--- src/rtl/lbp_pkg.sv ---
package lbp_pkg;
  typedef enum logic {
    PACK_Y8 = 1'b0,
    PACK_Y1 = 1'b1
  } pack_mode_e;
endpackage

--- src/rtl/lbp_binarize.sv ---
module lbp_binarize #(
  parameter int LUMA_W = 8
) (
  input  logic [LUMA_W-1:0] luma,
  input  logic [LUMA_W-1:0] thresh,
  output logic              bit_out
);
  // at or above threshold gives 1
  always_comb begin
    bit_out = (luma >= thresh);
  end
endmodule

--- src/rtl/lbp_packer.sv ---
module lbp_packer
  import lbp_pkg::*;
#(
  parameter int WORD_W = 32,
  parameter int LUMA_W = 8
) (
  input  logic              clk,
  input  logic              rst_n,
  input  pack_mode_e        mode,
  input  logic              take_luma,
  input  logic              take_chroma,
  input  logic              eol,
  input  logic [LUMA_W-1:0] luma,
  input  logic              luma_bit,
  output logic              emit,
  output logic [WORD_W-1:0] word
);
  localparam int CNT_W = $clog2(WORD_W);
  localparam int LANES = WORD_W / LUMA_W;
  localparam int LN_W  = $clog2(LANES);

  logic [WORD_W-1:0] acc_q, acc_d, merged;
  logic [CNT_W-1:0]  cnt_q, cnt_d;
  logic              full;

  always_comb begin
    merged = acc_q;
    full   = 1'b0;
    if (mode == PACK_Y1) begin
      // first pixel lands in the top bit
      merged[CNT_W'(WORD_W-1) - cnt_q] = luma_bit;
      full = (cnt_q == CNT_W'(WORD_W-1));
    end else begin
      // first sample lands in the low lane
      merged[cnt_q[LN_W-1:0]*LUMA_W +: LUMA_W] = luma;
      full = (cnt_q[LN_W-1:0] == LN_W'(LANES-1));
    end
  end

  always_comb begin
    emit  = 1'b0;
    word  = merged;
    acc_d = acc_q;
    cnt_d = cnt_q;
    if (take_luma) begin
      if (full || eol) begin
        emit  = 1'b1;
        acc_d = '0;
        cnt_d = '0;
      end else begin
        acc_d = merged;
        cnt_d = cnt_q + 1'b1;
      end
    end else if (take_chroma && eol) begin
      // flush only a word that holds pixels
      word  = acc_q;
      emit  = (cnt_q != '0);
      acc_d = '0;
      cnt_d = '0;
    end
  end

  always_ff @(posedge clk or negedge rst_n) begin
    if (!rst_n) begin
      acc_q <= '0;
      cnt_q <= '0;
    end else if (take_luma || take_chroma) begin
      acc_q <= acc_d;
      cnt_q <= cnt_d;
    end
  end

  assert_flush_zero_R6: assert property (@(posedge clk) disable iff (!rst_n)
    (take_luma && eol && mode == PACK_Y1) |-> ((word << (cnt_q + 1'b1)) == '0));
endmodule

--- src/rtl/lbp_addr_gen.sv ---
module lbp_addr_gen
  import lbp_pkg::*;
#(
  parameter int ADDR_W   = 32,
  parameter int STRIDE_W = 14,
  parameter int WORD_W   = 32,
  parameter int LUMA_W   = 8
) (
  input  logic                clk,
  input  logic                rst_n,
  input  pack_mode_e          mode,
  input  logic [ADDR_W-1:0]   base_addr,
  input  logic [STRIDE_W-1:0] stride,
  input  logic                step,
  input  logic                sof,
  input  logic                eol,
  input  logic                emit,
  output logic [ADDR_W-3:0]   addr
);
  localparam int WA    = ADDR_W - 2;
  localparam int Y1_SH = $clog2(WORD_W);
  localparam int Y8_SH = $clog2(WORD_W / LUMA_W);

  logic [WA-1:0] line_q, line_d, line_cur;
  logic [WA-1:0] off_q, off_d, off_cur;
  logic [WA-1:0] stride_w;

  always_comb begin
    // stride rounded down to the mode granule
    stride_w = (mode == PACK_Y1) ? WA'(stride >> Y1_SH) : WA'(stride >> Y8_SH);
    // frame start reloads the word-aligned base
    line_cur = sof ? base_addr[ADDR_W-1:2] : line_q;
    off_cur  = sof ? '0 : off_q;
    addr     = line_cur + off_cur;
    // step to the next line at line end
    line_d   = eol ? (line_cur + stride_w) : line_cur;
    off_d    = eol ? '0 : (emit ? off_cur + 1'b1 : off_cur);
  end

  always_ff @(posedge clk or negedge rst_n) begin
    if (!rst_n) begin
      line_q <= '0;
      off_q  <= '0;
    end else if (step) begin
      line_q <= line_d;
      off_q  <= off_d;
    end
  end
endmodule

--- src/rtl/luma_bin_packer.sv ---
module luma_bin_packer
  import lbp_pkg::*;
#(
  parameter int ADDR_W   = 32,
  parameter int STRIDE_W = 14,
  parameter int WORD_W   = 32,
  parameter int LUMA_W   = 8
) (
  input  logic                clk,
  input  logic                rst_n,
  input  logic                cfg_bin_en,
  input  logic [LUMA_W-1:0]   cfg_thresh,
  input  logic [ADDR_W-1:0]   cfg_base_addr,
  input  logic [STRIDE_W-1:0] cfg_stride,
  input  logic                in_valid,
  input  logic                in_chroma,
  input  logic                in_sof,
  input  logic                in_eol,
  input  logic [LUMA_W-1:0]   in_data,
  output logic                wr_valid,
  output logic [ADDR_W-3:0]   wr_addr,
  output logic [WORD_W-1:0]   wr_data
);
  pack_mode_e        mode;
  logic              take_luma, take_chroma, luma_bit, emit_c;
  logic [WORD_W-1:0] word_c;
  logic [ADDR_W-3:0] addr_c;
  logic              wr_valid_q;
  logic [ADDR_W-3:0] wr_addr_q;
  logic [WORD_W-1:0] wr_data_q;

  always_comb begin
    mode        = cfg_bin_en ? PACK_Y1 : PACK_Y8;
    take_luma   = in_valid && !in_chroma;   // chroma never packed
    take_chroma = in_valid && in_chroma;
  end

  lbp_binarize #(.LUMA_W(LUMA_W)) u_bin (
    .luma(in_data), .thresh(cfg_thresh), .bit_out(luma_bit)
  );

  lbp_packer #(.WORD_W(WORD_W), .LUMA_W(LUMA_W)) u_pack (
    .clk(clk), .rst_n(rst_n), .mode(mode), .take_luma(take_luma),
    .take_chroma(take_chroma), .eol(in_eol), .luma(in_data),
    .luma_bit(luma_bit), .emit(emit_c), .word(word_c)
  );

  lbp_addr_gen #(.ADDR_W(ADDR_W), .STRIDE_W(STRIDE_W), .WORD_W(WORD_W),
                 .LUMA_W(LUMA_W)) u_addr (
    .clk(clk), .rst_n(rst_n), .mode(mode), .base_addr(cfg_base_addr),
    .stride(cfg_stride), .step(in_valid), .sof(in_sof), .eol(in_eol),
    .emit(emit_c), .addr(addr_c)
  );

  // one register stage to the write port
  always_ff @(posedge clk or negedge rst_n) begin
    if (!rst_n) wr_valid_q <= 1'b0;
    else        wr_valid_q <= emit_c;
  end

  always_ff @(posedge clk or negedge rst_n) begin
    if (!rst_n) begin
      wr_addr_q <= '0;
      wr_data_q <= '0;
    end else if (emit_c) begin
      wr_addr_q <= addr_c;
      wr_data_q <= word_c;
    end
  end

  assign wr_valid = wr_valid_q;
  assign wr_addr  = wr_addr_q;
  assign wr_data  = wr_data_q;

  assert_eol_write_R11: assert property (@(posedge clk) disable iff (!rst_n)
    (in_valid && !in_chroma && in_eol) |=> wr_valid);
  assert_chroma_quiet_R5: assert property (@(posedge clk) disable iff (!rst_n)
    (in_valid && in_chroma && !in_eol) |=> !wr_valid);
  assert_sof_base_R10: assert property (@(posedge clk) disable iff (!rst_n)
    (in_valid && in_sof && emit_c) |=> (wr_addr == $past(cfg_base_addr[ADDR_W-1:2])));
endmodule

--- config.mk ---
export PLATFORM = sky130hd
export DESIGN_NAME = luma_bin_packer
export DESIGN_NICKNAME = d
export VERILOG_FILES = /design/src/rtl/lbp_pkg.sv /design/src/rtl/lbp_binarize.sv /design/src/rtl/lbp_packer.sv /design/src/rtl/lbp_addr_gen.sv /design/src/rtl/luma_bin_packer.sv
export SDC_FILE = /design/constraint.sdc
export NUM_CORES = 1
export LEC_CHECK = 0
export BUFFER_PORTS_ARGS = -buffer_cell sky130_fd_sc_hd__buf_2
export CAP_MARGIN = 20
export CELL_PAD_IN_SITES_DETAIL_PLACEMENT = 1
export CELL_PAD_IN_SITES_GLOBAL_PLACEMENT = 1
export CORE_MARGIN = 1
export CORE_UTILIZATION = 38
export DETAILED_ROUTE_END_ITERATION = 8
export GPL_ROUTABILITY_DRIVEN = 0
export MAX_ROUTING_LAYER = met4
export PLACE_DENSITY = 0.76
export SLEW_MARGIN = 20
export SYNTH_ARGS = -nofsm -noshare
export SYNTH_HDL_FRONTEND = slang
export SYNTH_SLANG_ARGS = --single-unit
--- constraint.sdc ---
create_clock -name clk -period 3 [get_ports clk]
set_input_delay 0.45 -clock clk [delete_from_list [all_inputs] [get_ports clk]]
set_output_delay 0.45 -clock clk [all_outputs]
set_load 0.03 [all_outputs]
==> results.ini, run 1 <==
[critical_path]
slowest_stage=a221o_2
reg2reg_depth=10
crit_arrival_ps=3250
worstSetupEndpointType=flop
start_kind=flop
worstSetupPathType=flop to flop
slowest_delay_ps=440
cp_max_fo=3
crit_chain=nor2b_4 -> ha_4 -> fa_2 -> a211o_1 -> a221o_2 -> a22oi_2 -> a211oi_4 -> o21bai_2 -> o21ai_1 -> a221o_1
required_ps=3340

[power_and_ir_drop]
power.static_leakage_nw=7.20
clkPwrFrac=0.292
swShare=0.395
vdd_drop_max_mv=0.428
p_seq_frac=0.348
p_int_mw=4.65
p_switching_mw=3.04
combinationalPowerShare=0.360
p_total_mw=7.69
p_per_area_nw_per_um2=508

[sta]
hold_viol=4
worst_hold_slack_ps=-26.0
period_minus_slack_ps=2910
period_share=0.970
relSlewSlack=0.423
setup_viol=0
maxSlewViolCount=0
fmax_mhz=344
worst_slew_pin_slew_ps=862
skew_ps=13.1

[clock_tree]
hold_buffers=0
cts_buffer_depth=2
cts.htree.levels=4
cts.sinks=160
cts_made_buffers=17
clk_pin_slew_worst_paths_ps=80
root_buffer=clkbuf_16
clk-insertion-delay-late_ps=460
cts_tree=built

[global_routing]
grt_util_all_layers=0.286
grt_pass1_wl_um=69900
grt_max_degree=103
grt-ovfl-total=0
antenna_found_initial=0
grt_pass1_vias=12800

[floorplanning]
core_area_sq_um=30700
die_h_um=179
die_x_um=179
rows=64
ios=132
start_util=0.389
die_area_sq_um=32200

[routing]
firstDrtPassIters=9
via_count=12300
totalWireLength_um=44300
dr.first_iter.drc_count=881
route.detailed.drc=6
avgViaCountPerCell=5.94
wl_per_cell_um=21.5
ant_nets=0

[synthesis]
avgSynthCellArea_sq_um=8.57
synthAdderAreaFrac=0.0620
yosysSeqAreaShare=0.335
synthesis.area_sq_um=12000
synth_edf_count=0
synth_top_family_by_area=compound AO/OA/AOI/OAI gates
synth_seq_cells=160
ys.warnings.count=0
synth_flop_cell=dfrtp_1
synthSimpleGateAreaFrac=0.222
ys_async_sr_fraction=1.00
syn_inst=1395
syn-num-nets=1522
synth_xor_area_frac=0.0300
synth_mux_area_frac=0.0461
ys_types=92
synth_compound_gate_area_share=0.258

[final_layout]
fin_util=0.493
drive_gt1_frac=0.282
final-seq-area_sq_um=4000
diodes=0
fin_nets=1783
multi_input_area_sq_um=7650
syn_to_final_growth_pct=26.7
postLayoutCellArea_sq_um=15100
n_fill_cell=3692

[run_status]
status=complete, but fails checks
violations=DRC, hold timing

[place]
dp_hpwl_um=31600
io_buffers=127
dpl-instance-area_sq_um=14400

[worst_hold_path]
hold_class=primary input to async pin

[run]
maxCapViolCount=0

==> what timing repair did <==
action / in CTS / in global routing
resized for setup: 4 / 15
hold endpoints to repair: 0 / 0
cloned: 0 / 1
setup buffers: 1 / 3
setup endpoints to repair: 6 / 7
pin swaps: 5 / 4
==> layout by cell type (no fill, tap or decap), drive strengths merged, types with 8 or more instances in the layout <==
cell     count
xnor2       26
o31ai       28
and2        11
nor4        11
buf        325
ha          56
inv         55
o21bai       9
a2111oi      8
mux2i       10
o21ai      139
dfrtp      160
o211ai      11
a221o       10
xor2        15
nand4       16
mux2        40
a21o        37
nor2        55
nor2b       38
o2111ai      9
nand2b      18
nand3b      20
a21oi       93
nand3       35
a31oi       35
and3        43
a221oi      26
clkbuf      18
nand2      187
nor3        25
or3         16
==> synth_stat cells (all sizes together), types with 10 or more instances <==
library cell / instances / share of area
a21o: 37 / 0.023
a21oi: 93 / 0.041
a221o: 10 / 0.0084
a221oi: 26 / 0.022
a31oi: 35 / 0.019
and2: 11 / 0.0058
and3: 43 / 0.023
buf: 31 / 0.015
clkbuf: 53 / 0.017
dfrtp: 160 / 0.33
ha: 56 / 0.059
inv: 47 / 0.015
mux2: 40 / 0.038
mux2i: 10 / 0.0084
nand2: 187 / 0.059
nand2b: 18 / 0.010
nand3: 35 / 0.015
nand3b: 20 / 0.014
nand4: 16 / 0.010
nor2: 55 / 0.017
nor2b: 38 / 0.021
nor3: 25 / 0.012
nor4: 11 / 0.013
o211ai: 11 / 0.0073
o21ai: 139 / 0.058
o31ai: 28 / 0.018
or3: 16 / 0.0084
xnor2: 26 / 0.019
xor2: 15 / 0.011
==> final cells by class <==
class	instances	share of cell area
Clock buffer	17	0.0281
Clock inverter	15	0.0107
Inverter	48	0.0119
Multi-Input combinational cell	1103	0.505
Timing Repair Buffer	326	0.147
Tap cell	396	0.0327
Sequential cell	160	0.264
==> cell families (layout without fill, tap and decap cells) <==
| logic type | count (synthesis) | in the layout |
|---|---|---|
| AO/OA/AOI/OAI | 459 | 459 |
| XOR/XNOR | 41 | 41 |
| adder cells (fa/ha/maj) | 58 | 58 |
| buffers and inverters | 132 | 406 |
| flip-flops | 160 | 160 |
| multiplexers | 50 | 50 |
| AND/OR/NAND/NOR | 495 | 495 |
==> path summary, 6_finish.rpt <==
kind,start,end,slack (ps)
setup / recovery,u_addr.off_q[0],wr_addr[28],90
hold / removal,rst_n,wr_data[24],-30
setup reg to reg,u_addr.off_q[0],wr_addr[28],90
hold reg to reg,wr_addr[10],wr_addr[10],480
max in group asynchronous,rst_n,wr_addr[9],2150
min in group clk,in_eol,u_addr.off_q[28],430
==> power by group through the flow <==
| stage | Combinational (mW) | Sequential [mW] | Clock, mW |
|---|---|---|---|
| floorplan | 1.27 | 3.05 | 0 |
| global placement | 2.60 | 2.70 | 0 |
| detailed placement | 2.71 | 2.72 | 0 |
| CTS | 2.74 | 2.68 | 2.26 |
| global route | 3.00 | 2.72 | 2.34 |
| finish | 2.77 | 2.68 | 2.24 |
==> sequential cells by signal, summed over array words and instances, names as in the netlist <==
signal,cells
u_pack.acc_q,32
wr_data,32
u_addr.line_q,30
u_addr.off_q,30
wr_addr,30
u_pack.cnt_q,5
wr_valid,1
==> worst max-delay path: cells and delay by family (launching register included) <==
family	cells	cell delay, ps
simple gates	1	150
fa+ha+maj	2	540
compound gates	7	1680
flops	1	410
==> metrics by stage <==
stage | instances | setup slack (ps) | hold WS, ps | setup TNS [ps]
floorplan | 1395 | -436 | 154 | -5400
detailed placement | 2028 | -493 | 467 | -8660
global placement | 2028 | -411 | 456 | -5680
global route | 2065 | -32.1 | 24.3 | -82.8
finish | 2065 | 90.3 | -26.0 | 0
CTS | 2061 | 33.3 | 10.7 | 0
==> metal layers <==
layer | wire length [um] | vias up | global-route usage
met5 | 0 | - | -
met4 | 1050 | 0 | 0.0966
met3 | 2090 | 74 | 0.0409
met2 | 21300 | 347 | 0.450
met1 | 19900 | 6177 | 0.376
li1 | - | 5665 | -
Power figures use the tool's default switching activity.
==> run 2, diff against run 1 <==
--- a/config.mk
+++ b/config.mk
@@ -5,6 +5,7 @@
 export SDC_FILE = /design/constraint.sdc
 export NUM_CORES = 1
 export LEC_CHECK = 0
+export ABC_AREA = 1
 export BUFFER_PORTS_ARGS = -buffer_cell sky130_fd_sc_hd__buf_2
 export CAP_MARGIN = 20
 export CELL_PAD_IN_SITES_DETAIL_PLACEMENT = 1
@@ -14,7 +15,7 @@
 export DETAILED_ROUTE_END_ITERATION = 8
 export GPL_ROUTABILITY_DRIVEN = 0
 export MAX_ROUTING_LAYER = met4
-export PLACE_DENSITY = 0.76
+export PLACE_DENSITY = 0.8
 export SLEW_MARGIN = 20
 export SYNTH_ARGS = -nofsm -noshare
 export SYNTH_HDL_FRONTEND = slang
==> results.ini, run 2 <==
[sta]
maxSlewViolCount=0  ; unchanged
hold_viol=4  ; unchanged
skew_ps=11.9  ; -1.21 ps
rsz0062_at_grt=false
fmax_mhz=368  ; +7.2%
period_share=0.905  ; -0.0648
worst_slack_ps=285  ; +194 ps
worst_slew_pin_slew_ps=673  ; -188 ps
worst_hold_slack_ps=-7.01  ; +19.0 ps
setup_viol=0  ; unchanged
relSlewSlack=0.551  ; +0.128
setup-tns-final_ps=0  ; unchanged
period_minus_slack_ps=2720  ; -194 ps

[floorplanning]
die_area_sq_um=34600  ; +7.5%
rows=67  ; +4.7%
core_area_sq_um=33400  ; +8.8%
die_x_um=186  ; +3.7%
start_util=0.385  ; -0.00425
ios=132  ; unchanged
die_h_um=186  ; +3.7%

[power_and_ir_drop]
p_per_area_nw_per_um2=503  ; -0.87%
p_switching_mw=3.03  ; -0.32%
vdd_drop_max_mv=0.443  ; +3.7%
p_total_mw=7.47  ; -2.9%
swShare=0.405  ; +0.0104
combinationalPowerShare=0.329  ; -0.031
p_int_mw=4.44  ; -4.5%
power.static_leakage_nw=7.62  ; +5.8%
p_seq_frac=0.359  ; +0.011
clkPwrFrac=0.313  ; +0.021

[synthesis]
synth_flop_cell=dfrtp_1
syn-num-nets=2156  ; +42%
synth_edf_count=0  ; unchanged
yosys-top-cells-count=nand2_1 (723), inv_1 (205), nor2_1 (186), dfrtp_1 (160), nand3_1 (137)
synthTopCellsByArea=dfrtp_1 (31%), nand2_1 (21%), inv_1 (6.0%)
synthesis.area_sq_um=12900  ; +7.6%
ys.warnings.count=0  ; unchanged
synth_seq_cells=160  ; unchanged
avgSynthCellArea_sq_um=6.34  ; -26%
ys_types=46  ; -50%
synth_largest_area_cell=dfrtp_1
ys_async_sr_fraction=1.00  ; unchanged
synth_top_area_share=0.311  ; -0.0236
synth_most_common_cell=nand2_1
yosysSeqAreaShare=0.311  ; -0.0236
syn_inst=2029  ; +45%

[clock_tree]
cts.htree.levels=4  ; unchanged
cts_resized=0  ; -4
post_cts_buffers=0  ; -1
cts.sinks=160  ; unchanged
clk_pin_slew_worst_paths_ps=70  ; about the same
cts_made_buffers=17  ; unchanged
cts_tree=built
hold_buffers=0  ; unchanged
root_buffer=clkbuf_16
clk-insertion-delay-late_ps=460  ; about the same
cts_buffer_depth=2  ; unchanged

[final_layout]
postLayoutCellArea_sq_um=14800  ; -2.0%
syn_to_final_growth_pct=15.4
n_fill_cell=4528  ; +23%
layout_commonest_cell=nand2_1
fin_util=0.444  ; -0.0489
final_cell_mix=nand2_1 (723), inv_1 (205), nor2_1 (185)
drive_gt1_frac=0.121  ; -0.161
fin_nets=2286  ; +28%

[routing]
ant_nets=0  ; unchanged
avgViaCountPerCell=5.53  ; -7.0%
totalWireLength_um=48600  ; +9.8%
route.detailed.drc=0  ; -6
firstDrtPassIters=5  ; -4
dr.first_iter.drc_count=869  ; -1.4%
via_count=14500  ; +18%
wl_per_cell_um=18.6  ; -14%

[critical_path]
worstSetupEndpointType=flop
crit_arrival_ps=3070  ; -180 ps
crit_chain=inv_1 -> ha_1 -> inv_2 -> nor2_1 -> nand2_1 -> nand3_4 -> inv_1 -> buf_12 -> nand2_1 -> o211ai_1 -> o21ai_0
cp_max_fo=44  ; +41
start_kind=flop
worstSetupPathType=flop to flop
required_ps=3350  ; about the same
slowest_delay_ps=430  ; about the same
slowest_stage=dfrtp_1

[place]
io_buffers=127  ; unchanged
dp_hpwl_um=36200  ; +14%
dpl-instance-area_sq_um=14200  ; -1.2%
dp_slack_ps=-104  ; +388 ps

[global_routing]
grt-ovfl-total=0  ; unchanged
grt_pass1_vias=14900  ; +17%
grt_max_degree=69  ; -33%
antenna_found_initial=1  ; +1
grt_pass1_wl_um=77400  ; +11%
grt_util_all_layers=0.296  ; +0.0101

[run_status]
status=complete, but fails checks
violations=hold timing

[run]
maxCapViolCount=0  ; unchanged

[worst_hold_path]
hold_class=primary input to async pin

==> run 2: cell type report <==
class,instances,area [sq um],share of cell area
inverter,216,811,0.0546
timing repair buffer,191,1170,0.0790
sequential,160,4000,0.270
antenna,1,2.50,0.000169
clock buffer,17,425,0.0287
multi-input combinational,1573,7690,0.518
clock inverter,15,171,0.0115
tap,448,561,0.0378
==> run 2: kinds of logic after synthesis <==
group / share of synthesized area
adder cells (fa/ha/maj): 0.0576
AND/OR/NAND/NOR: 0.376
buffers and inverters: 0.0915
XOR/XNOR: 0.0170
AO/OA/AOI/OAI: 0.146
flip-flops: 0.311
==> run 2: per-stage QoR <==
stage	cells	hold WS [ps]
2_1_floorplan	2029	154
3_3_place_gp	2588	456
3_5_place_dp	2588	461
4_1_cts	2620	23.2
5_1_grt	2621	40.9
6_report	2621	-7.01
==> run 2: final timing paths <==
check | to | startpoint | cells after the start | slack, ps
setup / recovery | u_addr.off_q[8] | u_pack.cnt_q[0] | 11 | 280
hold / removal | wr_data[6] | rst_n | 1 | -7
setup reg to reg | u_addr.off_q[8] | u_pack.cnt_q[0] | 11 | 280
hold reg to reg | wr_data[22] | wr_data[22] | 2 | 470
max in group asynchronous | u_addr.line_q[26] | rst_n | 2 | 2170
min in group clk | u_addr.line_q[28] | cfg_base_addr[30] | 5 | 380
==> run 2: per-layer routing <==
metal,share of wire,global-route usage,vias to the layer above
met5,0,-,-
met3,0.047,0.0430,121
met1,0.41,0.333,7012
met4,0.049,0.154,0
li1,-,-,6908
met2,0.50,0.510,442
==> run 2: power by group through the flow <==
stage / clock network (mW) / logic (mW) / registers (mW)
finish: 2.34 / 2.46 / 2.68
global route: 2.44 / 2.70 / 2.73
CTS: 2.37 / 2.47 / 2.68
detailed placement: 0 / 2.45 / 2.72
global placement: 0 / 2.38 / 2.71
floorplan: 0 / 1.11 / 3.18
==> run 2: worst max-delay path: cells and delay by family, from the launching register on <==
kind,cells,cell delay [ps]
AO/OA/AOI/OAI,2,350
AND/OR/NAND/NOR,4,670
adder cells (fa/ha/maj),1,390
flip-flops,1,430
buffers and inverters,4,760
==> run 3, diff against run 2 <==
==> constraint.sdc (replaced) <==
create_clock -name clk -period 3 [get_ports clk]
set_input_delay 0 -clock clk [delete_from_list [all_inputs] [get_ports clk]]
set_output_delay 0 -clock clk [all_outputs]
set_load 0.03 [all_outputs]
==> results.ini, run 3 (synthesis results as in run 2) <==
[run_status]
status=finished, final reports clean

[floorplanning]
die_x_um=186  ; unchanged
start_util=0.385  ; unchanged
rows=67  ; unchanged
die_h_um=186  ; unchanged
die_area_sq_um=34600  ; unchanged
core_area_sq_um=33400  ; unchanged
ios=132  ; unchanged

[power_and_ir_drop]
vdd_drop_max_mv=0.423  ; -4.7%
p_per_area_nw_per_um2=507  ; +0.63%
power.static_leakage_nw=7.47  ; -2.0%

[sta]
rsz0062_at_grt=false
period_minus_slack_ps=2750  ; +31.0 ps
maxSlewViolCount=0  ; unchanged
setup_viol=0  ; unchanged
period_share=0.915  ; +0.0103
skew_ps=7.53  ; -4.40 ps
hold_viol=0  ; -4
worst_slew_pin_slew_ps=764  ; +90.2 ps
relSlewSlack=0.490  ; -0.0607
worst_hold_slack_ps=21.7  ; +28.7 ps
fmax_mhz=364  ; -1.1%
setup-tns-final_ps=0  ; unchanged

[clock_tree]
clk_pin_slew_worst_paths_ps=70  ; about the same
post_cts_buffers=0  ; unchanged
root_buffer=clkbuf_16
cts_tree=built
cts.sinks=160  ; unchanged
cts.htree.levels=4  ; unchanged
cts_buffer_depth=2  ; unchanged
cts_made_buffers=17  ; unchanged
clk-insertion-delay-late_ps=460  ; about the same

[place]
io_buffers=127  ; unchanged
dp_hpwl_um=35600  ; -1.8%
dp.cells=2554  ; -1.3%

[critical_path]
worstSetupPathType=flop to flop
required_ps=3320  ; -30 ps
worstSetupEndpointType=flop
cp_max_fo=42  ; -4.5%
crit_arrival_ps=3070  ; about the same
start_kind=flop

[global_routing]
grt_max_degree=104  ; +51%
grt_pass1_wl_um=76400  ; -1.3%
grt-ovfl-total=0  ; unchanged
grt_pass1_vias=14800  ; -0.68%
antenna_found_initial=0  ; -1
grt_util_all_layers=0.291  ; -0.00500

[routing]
dr.first_iter.drc_count=891  ; +2.5%
firstDrtPassIters=7  ; +2
avgViaCountPerCell=5.56  ; +0.57%
ant_nets=0  ; unchanged
via_count=14400  ; -0.62%
route.detailed.drc=0  ; unchanged
wl_per_cell_um=18.5  ; -0.19%
totalWireLength_um=48000  ; -1.4%

[final_layout]
fin_cells=2590  ; -1.2%
n_fill_cell=4486  ; -0.93%
syn_to_final_growth_pct=13.7
layout_commonest_cell=nand2_1
final-seq-area_sq_um=4000  ; unchanged
fin_nets=2255  ; -1.4%
multi_input_area_sq_um=7700  ; about the same
drive_gt1_frac=0.107  ; -0.0137
final_cell_mix=nand2_1 (723), inv_1 (205), nor2_1 (185)

[worst_hold_path]
hold_class=primary input to flop

[run]
maxCapViolCount=0  ; unchanged

==> run 3: cell types whose count changed in the layout (fill, tap and decap cells not counted), sizes merged <==
cell         previous run  this run
buf                   191       157
dlygate4sd3             0         3
bufinv                  2         1
clkinv                  6         7
clkinvlp                2         1
inv                   221       222
==> run 3: per-layer routing <==
metal / wire [um] / up-vias / track usage / share of wire
met4: 2230 / 0 / 0.151 / 0.047
met5: 0 / - / - / 0
li1: - / 6851 / - / -
met1: 20000 / 6981 / 0.332 / 0.42
met2: 23800 / 435 / 0.500 / 0.50
met3: 1950 / 126 / 0.0352 / 0.041
==> run 3: layout make-up <==
type                            count  area share
Antenna cell                        1    0.000171
Clock inverter                     15      0.0115
Timing Repair Buffer              160      0.0656
Multi-Input combinational cell   1573       0.526
Tap cell                          448      0.0383
Inverter                          216      0.0554
Clock buffer                       17      0.0291
Sequential cell                   160       0.274
==> run 3: power breakdown <==
group | switching, mW | internal (mW) | leakage (nW) | total (mW)
logic | 1.75 | 0.685 | 5.06 | 2.44
registers | 0.190 | 2.48 | 2.12 | 2.67
clock network | 1.11 | 1.19 | 0.291 | 2.30
total | 3.05 | 4.36 | 7.47 | 7.41
==> run 3: metrics by stage <==
step | worst slack (ps) | area, sq um | power (mW) | utilization
CTS | 179 | 14600 | 7.46 | 0.437
floorplan | 613 | 12900 | 4.29 | -
detailed placement | 188 | 14000 | 5.14 | 0.419
global route | 5.68 | 14600 | 7.81 | 0.437
global placement | 334 | 14000 | 5.06 | 0.419
finish | 254 | 14600 | 7.41 | 0.437
==> run 3: timing repair <==
action	CTS	global route
hold endpoints to repair	53	0
hold buffers	3	0
resized for setup	0	2
endpoints found under the setup margin	0	3
==> run 3: final timing paths <==
check                                start                to  slack [ps]  cells after the start
setup / recovery           u_pack.cnt_q[0]  u_addr.off_q[13]         250                     14
hold / removal                    in_valid   u_addr.off_q[7]          20                      2
setup reg to reg           u_pack.cnt_q[0]  u_addr.off_q[13]         250                     14
hold reg to reg                wr_data[18]       wr_data[18]         480                      2
max in group asynchronous            rst_n  u_addr.off_q[10]        1910                      3
min in group asynchronous            rst_n   u_pack.acc_q[7]          70                      2
==> run 3: critical path, cell delays in order, from the launching register on <==
cell	delay (ps)
dfrtp_1	420
ha_1	210
nand2_1	150
nor2_1	130
ha_1	150
nand2_1	50
o21ai_0	80
nor2_1	60
nand2_1	180
nand3_4	220
inv_1	350
buf_12	290
nor3_1	70
a21oi_1	150
o22ai_1	90
